--- config.mk ---
export PLATFORM = sky130hd
export DESIGN_NAME = sp_unit
export DESIGN_NICKNAME = d
export VERILOG_FILES = /design/src/rtl/sp_pkg.sv /design/src/rtl/sp_addr_gen.sv /design/src/rtl/sp_reg.sv /design/src/rtl/sp_unit.sv
export SDC_FILE = /design/constraint.sdc
export NUM_CORES = 1
export LEC_CHECK = 0
export BUFFER_PORTS_ARGS = -buffer_cell sky130_fd_sc_hd__buf_2
export CAP_MARGIN = 20
export CORE_MARGIN = 1
export CORE_UTILIZATION = 52
export CTS_BUF_LIST = sky130_fd_sc_hd__clkbuf_4 sky130_fd_sc_hd__clkbuf_8
export CTS_CLUSTER_SIZE = 16
export DETAILED_ROUTE_END_ITERATION = 10
export PLACE_DENSITY = 0.83
export SETUP_SLACK_MARGIN = 0.15
export SLEW_MARGIN = 10
export SYNTH_ARGS = -nofsm -noshare
export SYNTH_HDL_FRONTEND = slang
export SYNTH_SLANG_ARGS = --single-unit
--- constraint.sdc ---
create_clock -name clk -period 3.2 [get_ports clk]
set_input_delay 0.32 -clock clk [delete_from_list [all_inputs] [get_ports clk]]
set_output_delay 0.32 -clock clk [all_outputs]
set_load 0.02 [all_outputs]
--- src/rtl/sp_pkg.sv ---
package sp_pkg;
  typedef enum logic [1:0] {
    SP_IDLE = 2'b00,
    SP_PUSH = 2'b01,
    SP_POP  = 2'b10,
    SP_RSVD = 2'b11
  } sp_op_e;

  localparam int unsigned LANES = 2;
endpackage

--- src/rtl/sp_addr_gen.sv ---
module sp_addr_gen
  import sp_pkg::*;
#(
  parameter int unsigned W = 16
) (
  input  logic [W-1:0]     sp_cur,
  input  logic [1:0]       op,
  input  logic             opnd_byte,
  output logic             is_access,
  output logic [W-1:0]     addr,
  output logic [W-1:0]     sp_nxt,
  output logic [LANES-1:0] be
);
  localparam logic [W-1:0] STEP_WORD = W'(LANES);
  localparam logic [W-1:0] STEP_BYTE = W'(1);

  logic [W-1:0] step;
  logic [W-1:0] dec_val;
  logic [W-1:0] inc_val;

  assign step    = opnd_byte ? STEP_BYTE : STEP_WORD;
  assign dec_val = sp_cur - step;
  assign inc_val = sp_cur + step;
  assign be      = opnd_byte ? LANES'(1) : {LANES{1'b1}};

  always_comb begin
    is_access = 1'b0;
    addr      = sp_cur;
    sp_nxt    = sp_cur;
    unique case (sp_op_e'(op))
      SP_PUSH: begin
        is_access = 1'b1;
        addr      = dec_val;
        sp_nxt    = dec_val;
      end
      SP_POP: begin
        is_access = 1'b1;
        addr      = sp_cur;
        sp_nxt    = inc_val;
      end
      default: ;
    endcase
  end
endmodule

--- src/rtl/sp_reg.sv ---
module sp_reg #(
  parameter int unsigned     W     = 16,
  parameter logic [W-1:0]    RST_V = '0
) (
  input  logic         clk,
  input  logic         rst_n,
  input  logic         ld_en,
  input  logic [W-1:0] ld_val,
  input  logic         upd_en,
  input  logic [W-1:0] upd_val,
  output logic [W-1:0] sp_q
);
  always_ff @(posedge clk or negedge rst_n) begin
    if (!rst_n)      sp_q <= RST_V;
    else if (ld_en)  sp_q <= ld_val;
    else if (upd_en) sp_q <= upd_val;
  end


  load_wins_chk: assert property (@(posedge clk) disable iff (!rst_n)
    ld_en |=> sp_q == $past(ld_val));


  hold_when_idle_chk: assert property (@(posedge clk) disable iff (!rst_n)
    (!ld_en && !upd_en) |=> $stable(sp_q));
endmodule

--- src/rtl/sp_unit.sv ---
module sp_unit
  import sp_pkg::*;
#(
  parameter int unsigned  SP_W     = 16,
  parameter logic [15:0]  SP_RESET = 16'h0000
) (
  input  logic             clk,
  input  logic             rst_n,
  input  logic [1:0]       op,
  input  logic             opnd_byte,
  input  logic             ld_en,
  input  logic [SP_W-1:0]  ld_val,
  input  logic             acc_ready,
  output logic             acc_valid,
  output logic [SP_W-1:0]  acc_addr,
  output logic [LANES-1:0] acc_be,
  output logic             op_reject,
  output logic [SP_W-1:0]  sp_value
);
  localparam logic [SP_W-1:0] RST_V = SP_W'(SP_RESET);

  logic            is_access;
  logic [SP_W-1:0] sp_nxt;
  logic            upd_en;

  sp_addr_gen #(.W(SP_W)) u_gen (
    .sp_cur    (sp_value),
    .op        (op),
    .opnd_byte (opnd_byte),
    .is_access (is_access),
    .addr      (acc_addr),
    .sp_nxt    (sp_nxt),
    .be        (acc_be)
  );

  assign acc_valid = is_access && !ld_en;
  assign op_reject = is_access && ld_en;
  assign upd_en    = acc_valid && acc_ready;

  sp_reg #(.W(SP_W), .RST_V(RST_V)) u_reg (
    .clk     (clk),
    .rst_n   (rst_n),
    .ld_en   (ld_en),
    .ld_val  (ld_val),
    .upd_en  (upd_en),
    .upd_val (sp_nxt),
    .sp_q    (sp_value)
  );


  push_lands_chk: assert property (@(posedge clk) disable iff (!rst_n)
    (acc_valid && acc_ready && op == 2'b01) |=> sp_value == $past(acc_addr));


  pop_addr_chk: assert property (@(posedge clk) disable iff (!rst_n)
    (acc_valid && op == 2'b10) |-> acc_addr == sp_value);


  word_lanes_chk: assert property (@(posedge clk) disable iff (!rst_n)
    (acc_valid && !opnd_byte) |-> acc_be == 2'b11);


  reject_exclusive_chk: assert property (@(posedge clk) disable iff (!rst_n)
    !(acc_valid && op_reject));


  stall_hold_chk: assert property (@(posedge clk) disable iff (!rst_n)
    (acc_valid && !acc_ready) |=> sp_value == $past(sp_value));
endmodule

Word level (Yosys, flattened, before mapping) --
Index checks and enable logic that the tools add are counted.
Storage, ports and cells: bits in registers 16, bits of input ports 23
Operators by class: $add $sub $neg 2, eq/ne operators 2, multiplexer cells 7, reductions and logical operators 8
Operators with widths (count):
- 2-to-1 mux 16 bit | 3
- one-hot mux 16 bit (2 select lines) | 1
- adder 16 bit | 1
- subtractor 16 bit | 1
- 2-to-1 mux 2 bit | 2
- logical AND 1 bit | 3
- nonzero test 3 bit | 1
- equality test 2 x 1 -> 1 bit (second input constant) | 1
- equality test 2 bit (second input constant) | 1
- AND reduction 2 bit | 1
- nonzero test 2 bit | 1
- OR reduction 2 bit | 1
- zero test 1 bit | 1
- 2-to-1 mux 1 bit | 1

Depth between registers and ports, before layout --
Gate-level depths: netlist (run 1).
depth in word-level cells 7, mapped depth 9, gate-level depth less buffers 9

Cells and area by module --
From an unflattened synthesis (run 1), not the netlist that was laid out.
Unflattened totals: cell total of the unflattened synthesis 279, area total of the unflattened synthesis 2103.3 sq um
Modules (own cells, without submodules):
- sp_addr_gen | instances 1, cells an instance 207, area each 1332.5 sq um, seq. area each 0.0 sq um
- sp_reg | instances 1, cells an instance 69, area each 744.5 sq um, seq. area each 400.4 sq um
- sp_unit | instances 1, cells an instance 3, area each 26.3 sq um, seq. area each 0.0 sq um

Worst setup path before layout (run 1) --
OpenSTA, ideal clock, no wires.
path type flip-flop to output port, start reg u_reg.sp_q[0], end out acc_addr[12], arrival time 2.266 ns, slack 0.614 ns, stages on the path, launching flop included 9, path buffers 0, cells stage by stage dfrtp_1 > inv_1 > ha_1 > inv_1 > fa_1 > nand2b_1 > or3_4 > nor3_2 > xor2_1
Between the ends: word-level cells in the longest chain between the ends 2
RTL lines:
- from (decl) | RTL line sp_reg.sv:11 | output logic [W-1:0] sp_q
- from (signal assigned) | RTL line sp_reg.sv:15 | else if (ld_en) sp_q <= ld_val;
- from (signal assigned) | RTL line sp_reg.sv:16 | else if (upd_en) sp_q <= upd_val;
- subtractor 16 bit | RTL line sp_addr_gen.sv:22 | assign dec_val = sp_cur - step;
- 2-to-1 mux 16 bit | RTL line sp_addr_gen.sv:30 | unique case (sp_op_e'(op))
- to (decl) | RTL line sp_unit.sv:15 | output logic [SP_W-1:0] acc_addr,
No other way between the ends.

Worst setup path in the final report (run 1) --
start reg u_reg.sp_q[0], end out acc_addr[8]
Same word-level chain as after synthesis.

==> results.yml, run 1 <==
die:
  die_h_um: 59.4
  start_util: 0.556
  ios: 59
  rows: 20
  dieArea_um2: 3520
  core_um2: 3080
  dieWidth_um: 59.4
route:
  post_drt_wl_per_cell_um: 14.5
  remaining_drc_errors: 0
  ant_nets: 0
  drt_iter0_markers: 94
  vias: 1792
  drt_pass1_iterations: 4
  viasPerCell: 5.82
  wl_um: 4480
pwr:
  powerDensity_nw_per_um2: 356
  p_leak_uw: 0.000879
  finalPower_uw: 722
  vdd_drop_max_mv: 0.311
yosys:
  yosys_most_used_dff: "dfrtp_1"
  synth_edf_count: 0
  synth_warnings: 0
  synth_nets: 248
  synth_async_sr_flop_share: 1.00
  synth_area_um2: 1710
  ys_types: 49
  synth_cells: 217
  ys_seq_area_frac: 0.234
  ys_seq_elements: 16
  syn_avg_cell_area_um2: 7.88
flow_run:
  drv_cap: 0
worst_setup_path:
  path_max_fanout: 6
  critical_path.cell_chain: "inv_1 -> ha_1 -> inv_1 -> fa_1 -> nand2b_2 -> or3_4 -> nor2_1 -> xor2_1 -> buf_2"
  worstPathArrival_ns: 2.57
  slowest_delay_ns: 0.43
  crit_type: "register to output pin"
  worstPathRequired_ns: 2.88
  cpMostUsedCell: "inv_1"
  cp-end-kind: "output pin"
  critical_path.slowest_cell: "fa_1"
  critPathLaunchType: "register"
placement:
  gp_congestion: 0.890
  dpl.hpwl_um: 3250
  port_buffers: 57
global_route:
  track_usage: 0.271
  grt_pass1_wl_um: 7190
  grt_antenna_before_repair: 0
  grt_max_degree: 24
  grt-ovfl-total: 0
  grt_pass1_vias: 1550
layout:
  largest_reg_flops: 16
  fill_cells: 294
  regMostFlops: "u_reg.sp_q"
  seqCellArea_um2: 400
  fin_nets: 296
  top_regs: "u_reg.sp_q: 16 flops"
  final_common_cell: "buf_2"
  drive_gt1_frac: 0.292
  n_antenna_cell: 0
  multi_input_area_um2: 1190
  final_cell_mix: "buf_2, nor2_1, nand2_1, dfrtp_1, nor4_1"
  area_growth_pct: 18.7
sta:
  fin_worst_skew_ns: 0.00300
  relSlewSlack: 0.560
  max_freq_mhz: 346
  period_share: 0.904
  finalSetupViolCount: 0
  drv_slew: 0
  period_minus_slack_ns: 2.89
  hold_viol_final: 0
  grt_setup_unrepaired: "no"
  setup-tns-final_ns: 0
  worst_pin_slew_ns: 0.655
clock_network:
  cts_buffers: 3
  root_buffer: "clkbuf_4"
  post_cts_buffers: 0
  clk_pin_slew_worst_paths_ns: 0.09
  htreeDepth: 1
  cts.sinks: 16
  cts_tree: "yes"
  clockBufferDepth: 2
  insertion_delay_ns: 0.30
min_path:
  hold_path_class: "input port to register"
status:
  outcome: "complete, no violations"
stage by stage:
step                      std cells  instance area (um2)   util  setup WS, ns  hold slack (ns)
after detailed placement        303                 1980  0.643         0.598            0.263
final                           308                 2030  0.659         0.306            0.224
after floorplan                 217                 1710      -         0.614           0.0244
after global placement          303                 1980  0.643         0.659            0.262
after global routing            308                 2030  0.659         0.157            0.230
after CTS                       308                 2030  0.659         0.285            0.223
cells by family after synthesis:
| group | count (synthesis) | share of synthesized area |
|---|---|---|
| adders and majority gates | 8 | 0.0673 |
| DFF | 16 | 0.234 |
| other | 1 | 0.00219 |
| AOI/OAI and AO/OA | 37 | 0.133 |
| muxes | 10 | 0.0636 |
| xor gates and xnor gates | 24 | 0.123 |
| and+or+nand+nor | 94 | 0.305 |
| buffers and inverters | 27 | 0.0717 |
layer usage:
layer  part of all wire  track usage  up-vias
met5                  0            0        -
met4             0.0074       0.0646        0
met3              0.070       0.0459        6
met2               0.50        0.457       85
met1               0.42        0.359      831
li1                   -            -      870
area by class of cell:
cell class                      count  area share
Tap cell                           44      0.0271
Timing Repair Buffer               60       0.153
Multi-Input combinational cell    174       0.586
Sequential cell                    16       0.197
Clock buffer                        4      0.0179
Inverter                           10      0.0185
worst paths after layout:
check,depth (start not counted),to,start,slack (ns)
max,9,acc_addr[8],u_reg.sp_q[0],0.31
min,3,u_reg.sp_q[0],ld_val[0],0.22
max reg2reg,9,u_reg.sp_q[4],u_reg.sp_q[0],0.67
min reg2reg,2,u_reg.sp_q[0],u_reg.sp_q[0],0.62
max in group asynchronous,2,u_reg.sp_q[9],rst_n,2.46
min in group asynchronous,2,u_reg.sp_q[1],rst_n,0.46
critical path: cells and delay by family, from the launching register on:
| kind | cells | cell delay, ns |
|---|---|---|
| and+or+nand+nor | 3 | 0.76 |
| adders and majority gates | 2 | 0.62 |
| DFF | 1 | 0.41 |
| buffers and inverters | 3 | 0.32 |
| xor gates and xnor gates | 1 | 0.15 |
Yosys cell counts (all sizes together), types with 2 or more instances:
cell type  number  area share
ha              6       0.044
nand2          16       0.035
a21oi           7       0.020
nand4           4       0.015
nor2           18       0.039
nand3           6       0.018
or3             4       0.018
a32oi           3       0.015
nor4           16       0.062
nor2b           3       0.011
clkbuf          9       0.020
mux2i           3       0.018
xor2           14       0.072
nand2b          4       0.015
mux2            7       0.046
o21ai          16       0.047
fa              2       0.023
or4             2       0.011
buf             8       0.030
nor3           13       0.044
a31oi           2      0.0073
and3            2      0.0073
inv            10       0.022
dfrtp          16        0.23
xnor2          10       0.051
what timing repair did:
action	in CTS	in global routing
hold endpoints to repair	16	0
endpoints found under the setup margin	0	2
hold buffers	1	0
resized for setup	0	1
where the power goes:
part / leakage [uW] / switching [uW] / internal, uW
sequential: 0.000189 / 54.4 / 223
clock: 0.0000210 / 69.6 / 69.5
combinational: 0.000670 / 186 / 120
total: 0.000879 / 310 / 412
No activity file was read; power rests on OpenSTA's default activity.
==> run 2: changes to the inputs <==
Settings changed: PLACE_DENSITY 0.83 to 0.8.
==> results.yml, run 2 (synthesis results as in run 1) <==
status:
  outcome: "complete, no violations"
layout:
  largest_reg_flops: 16
  area_growth_pct: 18.9
  drive_gt1_frac: 0.292
  n_antenna_cell: 0
  top_regs: "u_reg.sp_q: 16 flops"
  final_common_cell: "buf_2"
  final_cell_mix: "buf_2, nor2_1, nand2_1, dfrtp_1, nor4_1"
  fin_nets: 296
  regMostFlops: "u_reg.sp_q"
  fin_area_um2: 2030
  fill_cells: 283
  multi_input_area_um2: 1190
  seqCellArea_um2: 400
pwr:
  p_leak_uw: 0.000884
  powerDensity_nw_per_um2: 356
  pwr-share-clk: 0.195
  swShare: 0.430
  power_switching_uw: 311
  p_comb_frac: 0.423
  vdd_drop_max_mv: 0.254
  p_int_uw: 413
  seq_power_share: 0.383
  finalPower_uw: 724
clock_network:
  cts_tree: "yes"
  root_buffer: "clkbuf_4"
  cts.sinks: 16
  htreeDepth: 1
  clk_pin_slew_worst_paths_ns: 0.10
  post_cts_buffers: 0
  cts_buffers: 3
  clockBufferDepth: 2
  insertion_delay_ns: 0.29
min_path:
  hp-start: "ld_val[0]"
  min_to: "u_reg.sp_q[0]"
  holdPathStages: 3
  hold_path_class: "input port to register"
die:
  dieArea_um2: 3520
  rows: 20
  core_um2: 3080
  ios: 59
  dieWidth_um: 59.4
  die_h_um: 59.4
  start_util: 0.556
route:
  viasPerCell: 5.81
  wl_um: 4440
  remaining_drc_errors: 0
  vias: 1791
  drt_iter0_markers: 135
  drt_pass1_iterations: 5
  post_drt_wl_per_cell_um: 14.4
  ant_nets: 0
sta:
  hold_viol_final: 0
  setup-tns-final_ns: 0
  finalSetupViolCount: 0
  fin_worst_skew_ns: 0.00304
  period_share: 0.897
  max_freq_mhz: 348
  worst_pin_slew_ns: 0.711
  drv_slew: 0
  period_minus_slack_ns: 2.87
  grt_setup_unrepaired: "no"
  relSlewSlack: 0.524
worst_setup_path:
  cp-end-kind: "output pin"
  critPathLaunchType: "register"
  reg2reg_slack_ns: 0.72
  worstPathArrival_ns: 2.55
  path_max_fanout: 13
  r2r_start: "u_reg.sp_q[0]"
  reg2reg_depth: 9
  crit_type: "register to output pin"
  worstPathRequired_ns: 2.88
  worstReg2RegEnd: "u_reg.sp_q[4]"
global_route:
  grt_antenna_before_repair: 0
  track_usage: 0.275
  grt_max_degree: 24
  grt_pass1_vias: 1614
  grt_pass1_wl_um: 7330
  grt-ovfl-total: 0
placement:
  port_buffers: 57
  dpl.hpwl_um: 3210
  gp_congestion: 0.872
  dpl_cell_area_um2: 1980
flow_run:
  drv_cap: 0
-- run 2: cell counts in the layout (fill, tap and decap cells not counted) --
No cell type changed its count.
-- run 2: worst max-delay path: stages, from the launching register on --
cell	delay, ns
dfrtp_1	0.53
or4_4	0.63
nor4_2	0.43
and2_1	0.25
nand2_1	0.09
xnor2_1	0.14
buf_2	0.18
-- run 2: worst max path at each step --
stage	startpoint	cells past startpoint	end
after floorplan	u_reg.sp_q[0]	8	acc_addr[12]
after global placement	opnd_byte	9	acc_addr[12]
after detailed placement	opnd_byte	9	acc_addr[12]
after CTS	u_reg.sp_q[0]	9	acc_addr[12]
after global routing	u_reg.sp_q[2]	6	acc_addr[15]
final	u_reg.sp_q[2]	6	acc_addr[13]
-- run 2: power groups by stage --
stage | Combinational (uW) | Clock, uW | Sequential [uW]
floorplan | 211 | 0 | 275
global placement | 298 | 0 | 278
detailed placement | 302 | 0 | 280
CTS | 304 | 144 | 276
global route | 334 | 149 | 283
finish | 306 | 141 | 277
-- run 2: per-stage QoR --
| stage | hold slack (ns) | util | instances | setup WS, ns |
|---|---|---|---|---|
| after floorplan | 0.0244 | - | 217 | 0.614 |
| after global placement | 0.263 | 0.643 | 303 | 0.662 |
| after detailed placement | 0.264 | 0.643 | 303 | 0.618 |
| after CTS | 0.223 | 0.659 | 308 | 0.295 |
| after global routing | 0.230 | 0.661 | 308 | 0.192 |
| final | 0.230 | 0.661 | 308 | 0.330 |
-- run 2: per-layer routing --
| layer | share of wire | GRT usage |
|---|---|---|
| met5 | 0 | 0 |
| met4 | 0.0065 | 0.0748 |
| met3 | 0.080 | 0.0568 |
| met2 | 0.48 | 0.443 |
| met1 | 0.43 | 0.372 |
-- run 2: repair_timing --
item / CTS / global route
setup endpoints to repair: 0 / 2
gates resized for setup: 0 / 2
hold buffers: 1 / 0
hold endpoints to repair: 16 / 0
-- run 2: layout make-up --
cell class,count,share of cell area
clock buffers,4,0.0178
repair buffers,60,0.153
inverters,10,0.0185
multi-input cells,174,0.587
well taps,44,0.0271
flip-flops and latches,16,0.197
==> run 3: changes to the inputs <==
Settings changed: REMOVE_ABC_BUFFERS from default to 1.
==> results.yml, run 3 (synthesis results as in run 1) <==
status:
  outcome: "complete, no violations"
sta:
  max_freq_mhz: 348
  finalSetupViolCount: 0
  finalWorstSetupSlack_ns: 0.330
  hold_viol_final: 0
  setup-tns-final_ns: 0
  fin_worst_skew_ns: 0.00699
  drv_slew: 0
  worst_pin_slew_ns: 0.652
  relSlewSlack: 0.562
  grt_setup_unrepaired: "no"
  period_share: 0.897
  period_minus_slack_ns: 2.87
placement:
  post-place-ws_ns: 0.625
  dpl.hpwl_um: 3240
  gp_congestion: 0.921
  port_buffers: 57
worst_setup_path:
  critPathLaunchType: "register"
  cpMostUsedCell: "inv_1"
  cp-end-kind: "output pin"
  r2r_start: "u_reg.sp_q[0]"
  reg2reg_depth: 9
  critical_path.top_delay_family: "simple AND/OR/NAND/NOR gates"
  critical_path.slowest_cell: "dfrtp_1"
  critical_path.cell_chain: "inv_1 -> ha_1 -> inv_1 -> fa_1 -> nand2b_1 -> or3_4 -> nor3_2 -> xor2_1 -> buf_2"
  crit_type: "register to output pin"
  worstPathRequired_ns: 2.88
  slowest_delay_ns: 0.42
  reg2reg_slack_ns: 0.76
  critical_path_buf_inv_count: 3
  path_max_fanout: 6
  worstPathArrival_ns: 2.55
  worstReg2RegEnd: "u_reg.sp_q[4]"
die:
  ios: 59
  die_h_um: 59.4
  dieWidth_um: 59.4
  core_um2: 3080
  dieArea_um2: 3520
  rows: 20
  start_util: 0.556
pwr:
  finalPower_uw: 720
  vdd_drop_max_mv: 0.255
  powerDensity_nw_per_um2: 355
  p_leak_uw: 0.000878
global_route:
  grt_antenna_before_repair: 0
  grt-ovfl-total: 0
  grt_pass1_wl_um: 7070
  grt_max_degree: 24
  grt_pass1_vias: 1561
  track_usage: 0.264
clock_network:
  post_cts_resized: 0
  htreeDepth: 1
  cts.sinks: 16
  clockBufferDepth: 2
  root_buffer: "clkbuf_4"
  cts_buffers: 3
  post_cts_buffers: 0
  cts_tree: "yes"
  cts_hold_buffers: 1
  clk_pin_slew_worst_paths_ns: 0.10
  insertion_delay_ns: 0.29
route:
  viasPerCell: 5.96
  drt_pass1_iterations: 4
  vias: 1835
  post_drt_wl_per_cell_um: 14.4
  ant_nets: 0
  drt_iter0_markers: 149
  remaining_drc_errors: 0
  wl_um: 4440
layout:
  top_regs: "u_reg.sp_q: 16 flops"
  n_antenna_cell: 0
  regMostFlops: "u_reg.sp_q"
  area_growth_pct: 18.5
  fill_cells: 289
  fin_nets: 296
  largest_reg_flops: 16
  final_common_cell: "buf_2"
  drive_gt1_frac: 0.288
  final_cell_mix: "buf_2, nor2_1, nand2_1, dfrtp_1, nor4_1"
flow_run:
  drv_cap: 0
min_path:
  hp-start: "ld_val[15]"
  hold_path_class: "input port to register"
  holdPathStages: 3
  min_to: "u_reg.sp_q[15]"
==> run 3: cell count changes in the layout (fill, tap and decap cells not counted) <==
cell and change:
nand2b_4 -1, nand2b_1 +1
==> run 3: per-stage QoR <==
stage | hold slack, ns | cells | util | area (um2)
5_1_grt | 0.238 | 308 | 0.659 | 2030
2_1_floorplan | 0.0244 | 200 | - | 1630
3_5_place_dp | 0.258 | 303 | 0.643 | 1980
3_3_place_gp | 0.257 | 303 | 0.643 | 1980
4_1_cts | 0.226 | 308 | 0.659 | 2030
6_report | 0.228 | 308 | 0.659 | 2030
==> run 3: worst max path at each step <==
stage	to	slack, ns	start	depth (start not counted)
2_1_floorplan	acc_addr[12]	0.62	u_reg.sp_q[0]	8
3_3_place_gp	acc_addr[12]	0.67	opnd_byte	9
3_5_place_dp	acc_addr[12]	0.63	opnd_byte	9
4_1_cts	acc_addr[12]	0.31	u_reg.sp_q[0]	9
5_1_grt	acc_addr[8]	0.18	u_reg.sp_q[0]	9
6_report	acc_addr[12]	0.33	u_reg.sp_q[0]	9
==> run 3: area by class of cell <==
cell class | count | area, um2 | area share
sequential | 16 | 400 | 0.198
multi-input combinational | 174 | 1190 | 0.586
inverter | 10 | 37.5 | 0.0185
tap | 44 | 55.1 | 0.0272
timing repair buffer | 60 | 310 | 0.153
clock buffer | 4 | 36.3 | 0.0179
==> run 3: worst reg2reg max path: cells and delay by family (launching register included) <==
family	cells	cell delay, ns
mux	1	0.26
compound gates	1	0.16
buf+inv	2	0.14
flops	1	0.42
fa+ha+maj	2	0.60
simple gates	2	0.67
xor+xnor	1	0.08
==> run 3: report_power, final <==
| part | switching, uW | internal [uW] | leakage, uW | total (uW) |
|---|---|---|---|---|
| clock network | 68.3 | 69.3 | 0.0000210 | 138 |
| registers | 55.1 | 223 | 0.000189 | 278 |
| logic | 185 | 120 | 0.000669 | 304 |
| total | 308 | 412 | 0.000878 | 720 |
==> run 3: layer usage <==
layer	track usage	share of wire	vias up
li1	-	-	866
met1	0.355	0.44	867
met2	0.433	0.47	94
met3	0.0459	0.072	8
met4	0.0748	0.015	0
met5	0	0	-
